### config.mk
export PLATFORM = sky130hd
export DESIGN_NAME = imm_mailbox
export DESIGN_NICKNAME = d
export VERILOG_FILES = /design/src/rtl/imm_mailbox.sv
export SDC_FILE = /design/constraint.sdc
export NUM_CORES = 1
export LEC_CHECK = 0
export ABC_CLOCK_PERIOD_IN_PS = 1400
export CAP_MARGIN = 0
export CORE_UTILIZATION = 35
export DETAILED_ROUTE_END_ITERATION = 10
export GPL_TIMING_DRIVEN = 0
export PLACE_DENSITY_LB_ADDON = 0.12
export SETUP_SLACK_MARGIN = 0.2
export SLEW_MARGIN = 10
export SYNTH_ARGS = -nofsm -noshare
export SYNTH_HDL_FRONTEND = slang
export SYNTH_SLANG_ARGS = --single-unit
### constraint.sdc
create_clock -name clk -period 1.4 [get_ports clk]
set_input_delay 0.28 -clock clk [delete_from_list [all_inputs] [get_ports clk]]
set_output_delay 0.28 -clock clk [all_outputs]
set_load 0.01 [all_outputs]
### src/rtl/imm_mailbox.sv
module imm_mailbox #(
  parameter int N_RESP = 3,
  parameter int AW     = 8
) (
  input  logic                 clk,
  input  logic                 rst_n,
  input  logic [AW-1:0]        reg_addr,
  input  logic [31:0]          reg_wdata,
  input  logic                 reg_we,
  input  logic                 reg_re,
  output logic [31:0]          reg_rdata,
  output logic [31:0]          cmd_word,
  output logic                 cmd_valid,
  input  logic                 cmd_ready,
  input  logic [N_RESP-1:0]    rsp_valid,
  input  logic [32*N_RESP-1:0] rsp_data
);
  localparam logic [AW-1:0] A_CMD = AW'(8'h60);
  localparam logic [AW-1:0] A_RSP = AW'(8'h64);
  localparam logic [AW-1:0] A_STS = AW'(8'h68);

  logic [31:0] cmd_q, rsp_q;
  logic        busy_q, rv_q, pend_q;
  logic        hit;
  logic [31:0] pick;

  wire wr_cmd = reg_we && (reg_addr == A_CMD);
  wire wr_sts = reg_we && (reg_addr == A_STS);
  wire launch = wr_sts && reg_wdata[0] && !busy_q;
  wire take   = busy_q && !pend_q && hit;

  always_comb begin
    hit  = 1'b0;
    pick = '0;
    for (int i = N_RESP-1; i >= 0; i--)
      if (rsp_valid[i]) begin
        hit  = 1'b1;
        pick = rsp_data[32*i +: 32];
      end
  end

  always_ff @(posedge clk) begin
    if (!rst_n) begin
      cmd_q  <= '0;
      rsp_q  <= '0;
      busy_q <= 1'b0;
      rv_q   <= 1'b0;
      pend_q <= 1'b0;
    end else begin
      if (wr_cmd && !busy_q) cmd_q <= reg_wdata;
      if (take) rsp_q <= pick;
      if (take)        busy_q <= 1'b0;
      else if (launch) busy_q <= 1'b1;
      if (launch)                    pend_q <= 1'b1;
      else if (pend_q && cmd_ready)  pend_q <= 1'b0;
      if (take)                        rv_q <= 1'b1;
      else if (wr_sts && reg_wdata[1]) rv_q <= 1'b0;
    end
  end

  assign cmd_word  = cmd_q;
  assign cmd_valid = pend_q;

  always_comb begin
    reg_rdata = '0;
    if (reg_re)
      case (reg_addr)
        A_CMD:   reg_rdata = cmd_q;
        A_RSP:   reg_rdata = rsp_q;
        A_STS:   reg_rdata = {30'd0, rv_q, busy_q};
        default: reg_rdata = '0;
      endcase
  end

  assert_cmd_frozen_R2: assert property (@(posedge clk) disable iff (!rst_n)
    busy_q |=> $stable(cmd_q));
  assert_launch_R4: assert property (@(posedge clk) disable iff (!rst_n)
    launch |=> (cmd_valid && busy_q));
  assert_hold_R5: assert property (@(posedge clk) disable iff (!rst_n)
    (cmd_valid && !cmd_ready) |=> (cmd_valid && $stable(cmd_word)));
  assert_single_R5: assert property (@(posedge clk) disable iff (!rst_n)
    cmd_valid |-> busy_q);
  assert_capture_R6: assert property (@(posedge clk) disable iff (!rst_n)
    (busy_q && !pend_q && (|rsp_valid)) |=> (!busy_q && rv_q));
  assert_drop_R7: assert property (@(posedge clk) disable iff (!rst_n)
    (!busy_q || pend_q) |=> $stable(rsp_q));
  assert_hw_wins_R10: assert property (@(posedge clk) disable iff (!rst_n)
    (busy_q && !pend_q && (|rsp_valid) && wr_sts && reg_wdata[1]) |=> rv_q);
endmodule

==> Word level (Yosys, flattened, before mapping) <==
Index checks and enable logic that the tools add are counted.
{ "word_totals": {"reg_bits": 67, "latchBits": 0, "ram_bits": 0, "romBits": 0, "in_bits": 144, "out_inout_bits": 65, "wordCells": 35, "mem_count": 0} }
{ "classes": {"addsub": 0, "n_mul": 0, "div_mod_pow": 0, "order_cmp": 0, "n_eq_ne": 3, "n_shift": 0, "muxes": 12, "n_bitwise": 1, "reduce_logical": 14} }
{ "op_table": {"columns": ["operator", "n"], "rows": [
  ["$mux W32", 4],
  ["$pmux W32 S3", 1],
  ["$eq A8 B7 Y1 const B", 3],
  ["$logic_and A1 B1 Y1", 9],
  ["$mux W1", 7],
  ["$reduce_bool A2 Y1", 2],
  ["$logic_not A1 Y1", 2],
  ["$reduce_or A2 Y1", 1],
  ["$not A1 Y1", 1]
]} }

==> Logic depth before layout (Yosys ltp) <==
Gate-level depths: netlist of the first run.
{ "logic_depth": {"ltp_word": 5, "depth_mapped": 7, "ltp_nobuf": 4} }

==> Worst setup path after synthesis of the first run <==
No wires, ideal clock.
{ "synth_path": {"kind": "input to output", "from": "in reg_addr[1]", "to": "out reg_rdata[10]", "t_arrival_ps": 1275, "required_ps": 1120, "slack_ps": -155, "stages": 5, "path_buffers": 1, "path_cell_list": "nor4b_2 > and3b_2 > nand3b_4 > buf_6 > nor2_1"} }
{ "synth_via": {"elab_chain_len": 3, "word_cells_on_any_way": 5, "cone_classes": "eq/ne (3); mux (2)"} }
{ "synth_lines": {"columns": ["item", "line_no", "text"], "rows": [
  ["from (decl)", "7", "input logic [AW-1:0] reg_addr,"],
  ["$eq A8 B7 Y1", "67", "case (reg_addr)"],
  ["$pmux W32 S3 (*)", "67", null],
  ["$mux W32 (*)", "66", "if (reg_re)"],
  ["to (decl)", "11", "output logic [31:0] reg_rdata,"]
]} }
Every way passes the cells marked *; elsewhere a longest branch is shown, timed or not.

==> Worst setup path in the final report of the first run <==
{ "layout_path": {"from": "in reg_addr[0]", "to": "out reg_rdata[22]"} }
The elaborated chain is that of the path after synthesis.

==> results.md, run 1 <==
* Initial antenna violation count at 1
* Pleak at around 0.003 uW
* Commonest non-fill, non-tap cell in the layout: clkdlybuf4s50_1
* Worst setup EP type: output pin
* Share of cells above drive strength 1 at 0.459
* Failing checks: setup timing
* Worst Path Arrival at approximately 1.7 ns
* Max IR drop VDD at about 0.42 mV
* Share of the synthesized area in the top cell type at 0.359
* Drt pass-1 iters at 4
* Fmax at a little over 500 MHz
* Area leader, netlist: dfxtp_1
* Drt wl/cell at 19.1 um
* Netlist cell types at 31
* Worst Hold Class: in -> reg
* Worst Hold Depth at 3
* Final WS setup at -0.565 ns
* Fin crit share at 1.40
* Std cell rows at 37
* CTS buffer count at 9
* Gr ovfl total at 0
* Startpoint types: primary input
* Setup WS pre-CTS at -1.23 ns
* Most frequent cells in the layout: 131 x clkdlybuf4s50_1, 75 x buf_6, 36 x nand2_1, 34 x nand3_1
* Syn Nets at roughly 600
* Post-route minimum period at ~2.0 ns
* Core area at between 10000 and 15000 um2
* Synth-to-layout area growth at 110%
* Mapped cell area at approximately 3700 um2
* PD cells at 604 nW/um2
* Gpl congestion at 0.799
* Clock Pin Slew Worst Setup and Hold Paths at around 0.070 ns
* Port Buffers at 205
* Placed Cells at 801
* DR vias/cell at ~5.3
* DRT iter0 DRCs at ~240
* Seq/Total Area, Yosys at 0.359
* WS Path Type: in -> out
* Die Y at approximately 110 um
* MaxCap Viol Count at 0
* # nets final at between 800 and 900
* Syn. warnings at 0
* Async SR Flop Fraction at 0
* Status: finished, violations left
* Top Ports at roughly 210
* Root Buffer: clkbuf_8
* Via count at about 4700
* Total wire length at between 15 and 20 mm
* Vias in the first global route at 4599
* Final setup viols at between 60 and 70
* Synth area leaders: dfxtp_1 36%, nand3_1 8.7%, mux2i_1 8.6%
* Largest net degree at the start of global routing at 12
* #FFs+latches synth at 67
* Post-synth EDFFs at 0
* Hold Fails Final Rpt at 0
* GRT Total Usage at 0.276
* CTS tree: built
* Worst r2r path cells at 7
* DRT antenna net count at 0
* Top_reg_cell synth: dfxtp_1
* Starting Density at 0.362
* WP data required at between 1 and 1.5 ns
* CP max FO at 5
* Hold buffer count at cts at 0
* Max Root-Sink Buffers at 2
* Num Clock Sinks at 67
* Clk Latency, worst-skew pair at about 0.34 ns
* Die Wd at about 110 um
* DRC at 0
* Post-Layout Cell Count at roughly 870
* Post-DP HPWL at approximately 11 mm
* Max Slew Vio Count at 0
* Gate Count Post-Synth at 460
* Actual slew at the worst max-slew pin at 0.803 ns
* Slew HR at 0.465
* Total die area at around 11000 um2
* Syn_area_per_cell at approximately 8.1 um2
* RSZ-0062 raised after global routing: yes
* Clk_skew at 0.0128 ns
* H-tree depth at 3
* First-pass GRT wire length at approximately 24 mm
worst max-delay path: stages:
cell	delay (ns)
buf_6	0.09
nor4b_4	0.27
and3b_2	0.24
buf_6	0.11
nand3b_4	0.10
buf_6	0.15
buf_6	0.11
buf_12	0.13
nor2_2	0.06
buf_2	0.13
Yosys cell counts, types with 2 or more instances:
master    instances
buf_4             2
nand2_1          68
o21ai_0           3
nor2_1           35
a21oi_1           5
a21boi_1         30
a21boi_0          2
buf_2            19
dfxtp_1          67
nand2b_1         32
nand3_1          65
nor2b_1           2
clkbuf_1         14
o21ai_1          31
buf_6             6
buf_1             4
mux2i_1          32
a221o_1          30
timing repair:
item                       in CTS  in global routing
buffers inserted               27                 19
setup endpoints to repair     132                124
resized for setup             467                139
pin swaps                      60                 12
gates cloned                    6                  4
where the power goes:
part / total (uW) / leakage (uW) / internal [uW] / switching, uW
Clock: 2000 / 0.000117 / 1230 / 762
Sequential: 1900 / 0.000558 / 1900 / 1.88
Combinational: 834 / 0.00234 / 515 / 320
Total: 4730 / 0.00302 / 3650 / 1080
through the flow:
stage	power [uW]	setup TNS, ns	hold WS [ns]	cell area, um2	util
finish	4730	-25.72	0.400	7840	0.759
floorplan	2230	-3.13	0.413	3850	-
detailed placement	2720	-80.44	0.452	6070	0.588
global route	4860	-30.44	0.426	7840	0.759
CTS	4680	-22.46	0.386	7210	0.698
global placement	2710	-78.97	0.446	6070	0.588
worst paths after layout:
path                                   from             to  slack (ns)
worst max-delay path            reg_addr[0]  reg_rdata[22]       -0.56
worst min-delay path            reg_addr[2]           rv_q        0.40
worst max register to register       busy_q    cmd_word[3]       -0.12
worst min register to register    rsp_q[26]      rsp_q[26]        0.47
area by class of cell:
class / instances / area [um2]
Fill cell: 724 / 2490
Sequential cell: 67 / 1390
Timing Repair Buffer: 261 / 2700
Tap cell: 136 / 170
Clock inverter: 4 / 97.6
Antenna cell: 1 / 2.50
Clock buffer: 12 / 145
Buffer: 45 / 422
Multi-Input combinational cell: 348 / 2900
sequential cells by signal, indices dropped and copies added, names as in the netlist:
register	count
busy_q	1
cmd_valid	1
cmd_word	32
rsp_q	32
rv_q	1
routing by layer:
metal / track usage / vias up / part of all wire
li1: - / 2188 / -
met1: 0.316 / 2251 / 0.40
met2: 0.494 / 192 / 0.51
met3: 0.0532 / 37 / 0.059
met4: 0.129 / 0 / 0.030
met5: 0 / - / 0
cells by family (layout without fill, tap and decap cells):
| group | count (synthesis) | after routing | synth area share |
|---|---|---|---|
| and+or+nand+nor | 214 | 214 | 0.290 |
| DFF | 67 | 67 | 0.359 |
| AOI/OAI and AO/OA | 102 | 102 | 0.199 |
| buffers and inverters | 45 | 322 | 0.0656 |
| muxes | 32 | 32 | 0.0857 |
| other | 0 | 1 | 0 |
Power figures use the tool's default switching activity.
==> inputs of run 2 (changes only) <==
--- a/config.mk
+++ b/config.mk
@@ -11,6 +11,7 @@
 export DETAILED_ROUTE_END_ITERATION = 10
 export GPL_TIMING_DRIVEN = 0
 export PLACE_DENSITY_LB_ADDON = 0.12
+export RECOVER_POWER = 50
 export SETUP_SLACK_MARGIN = 0.2
 export SLEW_MARGIN = 10
 export SYNTH_ARGS = -nofsm -noshare
==> results.md, run 2 (synthesized netlist as in run 1, its figures left out) <==
* Status: finished, violations left
* Failing checks: setup timing
* Gr ovfl total at 0 (unchanged)
* Core Util, Final at 0.754 (-0.00473)
* CTS tree: built
* DRT iter0 DRCs at 218 (-8.8%)
* Clk Latency, worst-skew pair at 0.34 ns (about the same)
* Die Wd at 105 um (unchanged)
* Drt pass-1 iters at 5 (+1)
* Largest net degree at the start of global routing at 12 (unchanged)
* Design Power at 4730 uW (about the same)
* CP max FO at 5 (unchanged)
* Port Buffers at 205 (unchanged)
* Register share of total power at 0.402 (about the same)
* Top Ports at 209 (unchanged)
* GRT Total Usage at 0.276 (unchanged)
* Root Buffer: clkbuf_8
* Hold Fails Final Rpt at 0 (unchanged)
* DR WL met3 at 1.08 mm (+9.7%)
* Post-route minimum period at 1.96 ns (-0.00295 ns)
* Power share of the clock group at 0.422 (about the same)
* Worst setup EP type: output pin
* DRT antenna net count at 0 (unchanged)
* First-pass GRT wire length at 23.6 mm (unchanged)
* Total die area at 11100 um2 (unchanged)
* Final WS setup at -0.562 ns (+0.00295 ns)
* Starting Density at 0.362 (unchanged)
* Slew HR at 0.463 (-0.00204)
* Actual slew at the worst max-slew pin at 0.806 ns (+0.00306 ns)
* Fmax at 510 MHz (+0.15%)
* Uppermost layer routed: met4
* Crit-path max cell delay at 0.27 ns (about the same)
* Most frequent cells in the layout: 131 x clkdlybuf4s50_1, 75 x buf_6, 57 x dfxtp_1, 36 x nand2_1, 34 x nand3_1
* Final setup viols at 64 (unchanged)
* Startpoint types: primary input
* Drt wl/cell at 19.1 um (about the same)
* Gpl congestion at 0.799 (unchanged)
* Commonest non-fill, non-tap cell in the layout: clkdlybuf4s50_1
* Met2 Wirelength at 8.59 mm (+0.54%)
* Std cell rows at 37 (unchanged)
* Clock Pin Slew Worst Setup and Hold Paths at 0.08 ns (about the same)
* Cell at the slowest stage of the critical path: nor4b_4
* PD cells at 608 nW/um2 (+0.63%)
* H-tree depth at 3 (unchanged)
* Synth-to-layout area growth at 108%
* Met1 wire length at 6.55 mm (-1.7%)
* Via count at 4667 (-0.021%)
* Total wire length at 16.7 mm (about the same)
* CP dominant cell by count: buf_6
* Core area at 10300 um2 (unchanged)
* DR vias/cell at 5.34 (about the same)
* CP Cell Sequence: buf_6 -> nor4b_4 -> and3b_2 -> buf_6 -> nand3b_4 -> buf_6 -> buf_6 -> buf_12 -> nor2_2 -> buf_2
* # nets final at 876 (unchanged)
* Pleak at 0.00298 uW (-1.2%)
* Max IR drop VDD at 0.419 mV (-0.89%)
* CP Buf/Inv Count at 6 (unchanged)
* Fin crit share at 1.40 (-0.00210)
* Post-DP HPWL at 10.6 mm (unchanged)
* Vias in the first global route at 4599 (unchanged)
* Max Slew Vio Count at 0 (unchanged)
* Max Root-Sink Buffers at 2 (unchanged)
* Net switching power at 1080 uW (-0.38%)
* RSZ-0062 raised after global routing: yes
* WS Path Type: in -> out
* Initial antenna violation count at 1 (unchanged)
* Clk_skew at 0.0116 ns (-0.00123 ns)
* CP top delay family: buffers and inverters
* DRC at 0 (unchanged)
* Power share of the combinational group at 0.176 (about the same)
* WP data required at 1.12 ns (about the same)
* MaxCap Viol Count at 0 (unchanged)
* Internal power at 3650 uW (+0.11%)
* Num Clock Sinks at 67 (unchanged)
* CTS buffer count at 9 (unchanged)
* Worst Path Arrival at 1.68 ns (about the same)
* Share of cells above drive strength 1 at 0.418 (-0.0407)
* Die Y at 105 um (unchanged)
* Worst Hold Class: in -> reg
* Sw Share at 0.228 (-0.000866)
[run 2: cell types whose count changed in the layout (fill, tap and decap cells not counted), sizes merged]
cell,previous run,this run
buf,153,145
clkbuf,30,38
[run 2: tightest hold or removal path, stage by stage]
cell and delay (ns):
buf_2 0.27, nor4b_4 0.09, nor2_1 0.07
[run 2: path summary, 6_finish.rpt]
check              startpoint            end  slack, ns  cells after the start
hold / removal    reg_addr[2]           rv_q       0.40                      3
setup reg to reg       busy_q    cmd_word[3]      -0.13                      7
hold reg to reg     rsp_q[11]      rsp_q[11]       0.47                      2
setup / recovery  reg_addr[0]  reg_rdata[22]      -0.56                     10
[run 2: through the flow]
stage / cell area (um2) / hold WS, ns / std cells / setup TNS [ns] / setup WS (ns)
after detailed placement: 6070 / 0.452 / 801 / -80.44 / -1.23
after floorplan: 3850 / 0.413 / 460 / -3.13 / -0.104
final: 7790 / 0.400 / 874 / -25.47 / -0.562
after global routing: 7790 / 0.426 / 874 / -30.48 / -0.628
after global placement: 6070 / 0.446 / 801 / -78.97 / -1.19
after CTS: 7210 / 0.386 / 850 / -22.46 / -0.530
[run 2: layout make-up]
type | count | area [um2]
Multi-Input combinational cell | 348 | 2890
Timing Repair Buffer | 261 | 2700
Fill cell | 748 | 2540
Sequential cell | 67 | 1360
Buffer | 45 | 422
Tap cell | 136 | 170
Clock buffer | 12 | 145
Clock inverter | 4 | 97.6
Antenna cell | 1 | 2.50
[run 2: metal layers]
layer,vias to the layer above,GRT usage
met3,39,0.0532
met4,0,0.129
met1,2238,0.316
met5,-,0
li1,2188,-
met2,202,0.494
[run 2: timing repair]
item,CTS,global route
setup endpoints to repair,132,124
setup buffers,27,19
resized for setup,467,139
gates cloned,6,4
hold endpoints to repair,0,0
pin swaps,60,12
hold buffers,0,0
[run 2: power groups by stage]
stage	Combinational, uW	Sequential (uW)	Clock (uW)
2_1_floorplan	278	1950	0
4_1_cts	802	1900	1980
5_1_grt	880	1900	2080
3_3_place_gp	759	1950	0
6_report	833	1900	1990
3_5_place_dp	767	1950	0
==> inputs of run 3 (changes only) <==
==> constraint.sdc (replaced) <==
create_clock -name clk -period 1.4 [get_ports clk]
set_input_delay 0.21 -clock clk [delete_from_list [all_inputs] [get_ports clk]]
set_output_delay 0.21 -clock clk [all_outputs]
set_load 0.01 [all_outputs]
==> results.md, run 3 (synthesized netlist as in run 1, its figures left out) <==
* Synth-to-layout area growth at 103%
* Fin crit share at 1.33 (-0.0685)
* Post-Layout Cell Count at 856 (-2.1%)
* Post-DP HPWL at 10.5 mm (-1.4%)
* Placed Cells at 801 (unchanged)
* Setup WS pre-CTS at -1.09 ns (+0.133 ns)
* Largest net degree at the start of global routing at 12 (unchanged)
* Reg area at 1370 um2 (+0.74%)
* DRC at 0 (unchanged)
* Status: finished, violations left
* Hold Fails Final Rpt at 0 (unchanged)
* # nets final at 858 (-2.1%)
* Pleak at 0.00283 uW (-4.9%)
* Worst setup EP type: output pin
* Via count at 4576 (-1.9%)
* PD cells at 605 nW/um2 (-0.49%)
* Share of cells above drive strength 1 at 0.396 (-0.0215)
* H-tree depth at 3 (unchanged)
* Clk_skew at 0.0121 ns (+0.000475 ns)
* WS Path Type: in -> out
* Total wire length at 16.4 mm (-1.7%)
* Gr ovfl total at 0 (unchanged)
* Actual slew at the worst max-slew pin at 0.778 ns (-0.0279 ns)
* Post-route minimum period at 1.87 ns (-0.0959 ns)
* WP data required at 1.19 ns (+0.07 ns)
* Starting Density at 0.362 (unchanged)
* Worst Hold Class: in -> reg
* MaxCap Viol Count at 0 (unchanged)
* Port Buffers at 205 (unchanged)
* RSZ-0062 raised after global routing: yes
* Drt pass-1 iters at 5 (unchanged)
* DRT antenna net count at 0 (unchanged)
* Final setup viols at 95 (+48%)
* Die Y at 105 um (unchanged)
* Num Clock Sinks at 67 (unchanged)
* Clk Latency, worst-skew pair at 0.34 ns (about the same)
* Max Slew Vio Count at 0 (unchanged)
* Vias in the first global route at 4563 (-0.78%)
* Startpoint types: primary input
* DRT iter0 DRCs at 235 (+7.8%)
* Worst Path Arrival at 1.66 ns (-0.02 ns)
* Commonest non-fill, non-tap cell in the layout: clkdlybuf4s50_1
* Gpl congestion at 0.781 (-2.3%)
* CP max FO at 5 (unchanged)
* CTS buffer count at 9 (unchanged)
* Slew HR at 0.481 (+0.0186)
* Die Wd at 105 um (unchanged)
* First-pass GRT wire length at 24.0 mm (+1.8%)
* Most frequent cells in the layout: 130 x clkdlybuf4s50_1, 49 x dfxtp_1, 40 x buf_6, 36 x nand3_2, 35 x nand2_1
* Root Buffer: clkbuf_8
* Failing checks: setup timing
* Max IR drop VDD at 0.398 mV (-5.0%)
* Initial antenna violation count at 1 (unchanged)
* Max Root-Sink Buffers at 2 (unchanged)
* Area used by multi-input combinational logic at 2860 um2 (-1.1%)
* Final WS setup at -0.466 ns (+0.0959 ns)
* Fmax at 536 MHz (+5.1%)
* Hold buffer count at cts at 0 (unchanged)
* Top Ports at 209 (unchanged)
* CTS tree: built
* Total die area at 11100 um2 (unchanged)
* Core area at 10300 um2 (unchanged)
* Clock Pin Slew Worst Setup and Hold Paths at 0.08 ns (about the same)
* GRT Total Usage at 0.279 (+0.00239)
* Design Power at 4590 uW (-2.9%)
* Drt wl/cell at 19.2 um (+0.32%)
* DR vias/cell at 5.35 (+0.11%)
* Std cell rows at 37 (unchanged)
* Fillers at 785 (+4.9%)
## run 3: path summary, 6_finish.rpt
check	start	cells after the start	to	slack, ns
worst max-delay path	reg_addr[4]	10	reg_rdata[13]	-0.47
worst min-delay path	reg_we	4	rv_q	0.29
worst max register to register	busy_q	8	rsp_q[12]	-0.20
worst min register to register	rsp_q[15]	2	rsp_q[15]	0.47
## run 3: cell type report
class                   count  share of cell area
plain buffers              45              0.0526
well taps                 136              0.0224
clock inverters             4             0.00956
repair buffers            243               0.338
multi-input cells         348               0.377
clock buffers              12              0.0204
flip-flops and latches     67               0.180
diodes                      1            0.000329
## run 3: per-layer routing
layer / GRT usage / part of all wire
met3: 0.0464 / 0.063
met1: 0.347 / 0.41
met4: 0.0845 / 0.019
met2: 0.490 / 0.50
met5: 0 / 0
## run 3: critical path, stage by stage
cell	delay [ns]
buf_6	0.09
nor4b_4	0.27
and3b_2	0.24
buf_6	0.10
nand3b_4	0.11
buf_12	0.17
buf_12	0.12
buf_16	0.14
nor2_4	0.09
buf_6	0.11
## run 3: where the power goes
group	internal [uW]	switching (uW)
Combinational	500	308
Sequential	1900	1.94
Clock	1100	781
## run 3: repair_timing
action / 4_1_cts / 5_1_grt
gates cloned: 11 / 1
buffers inserted: 18 / 8
endpoints found under the setup margin: 131 / 129
pin swaps: 65 / 34
gates resized for setup: 375 / 123
## run 3: stage by stage
step,hold slack [ns],TNS [ns],utilization,instance area (um2)
after global placement,0.449,-69.15,0.588,6070
after CTS,0.294,-15.24,0.698,7200
after floorplan,0.343,0,-,3840
after detailed placement,0.453,-70.95,0.588,6070
after global routing,0.305,-18.77,0.736,7590
final,0.286,-15.68,0.736,7590
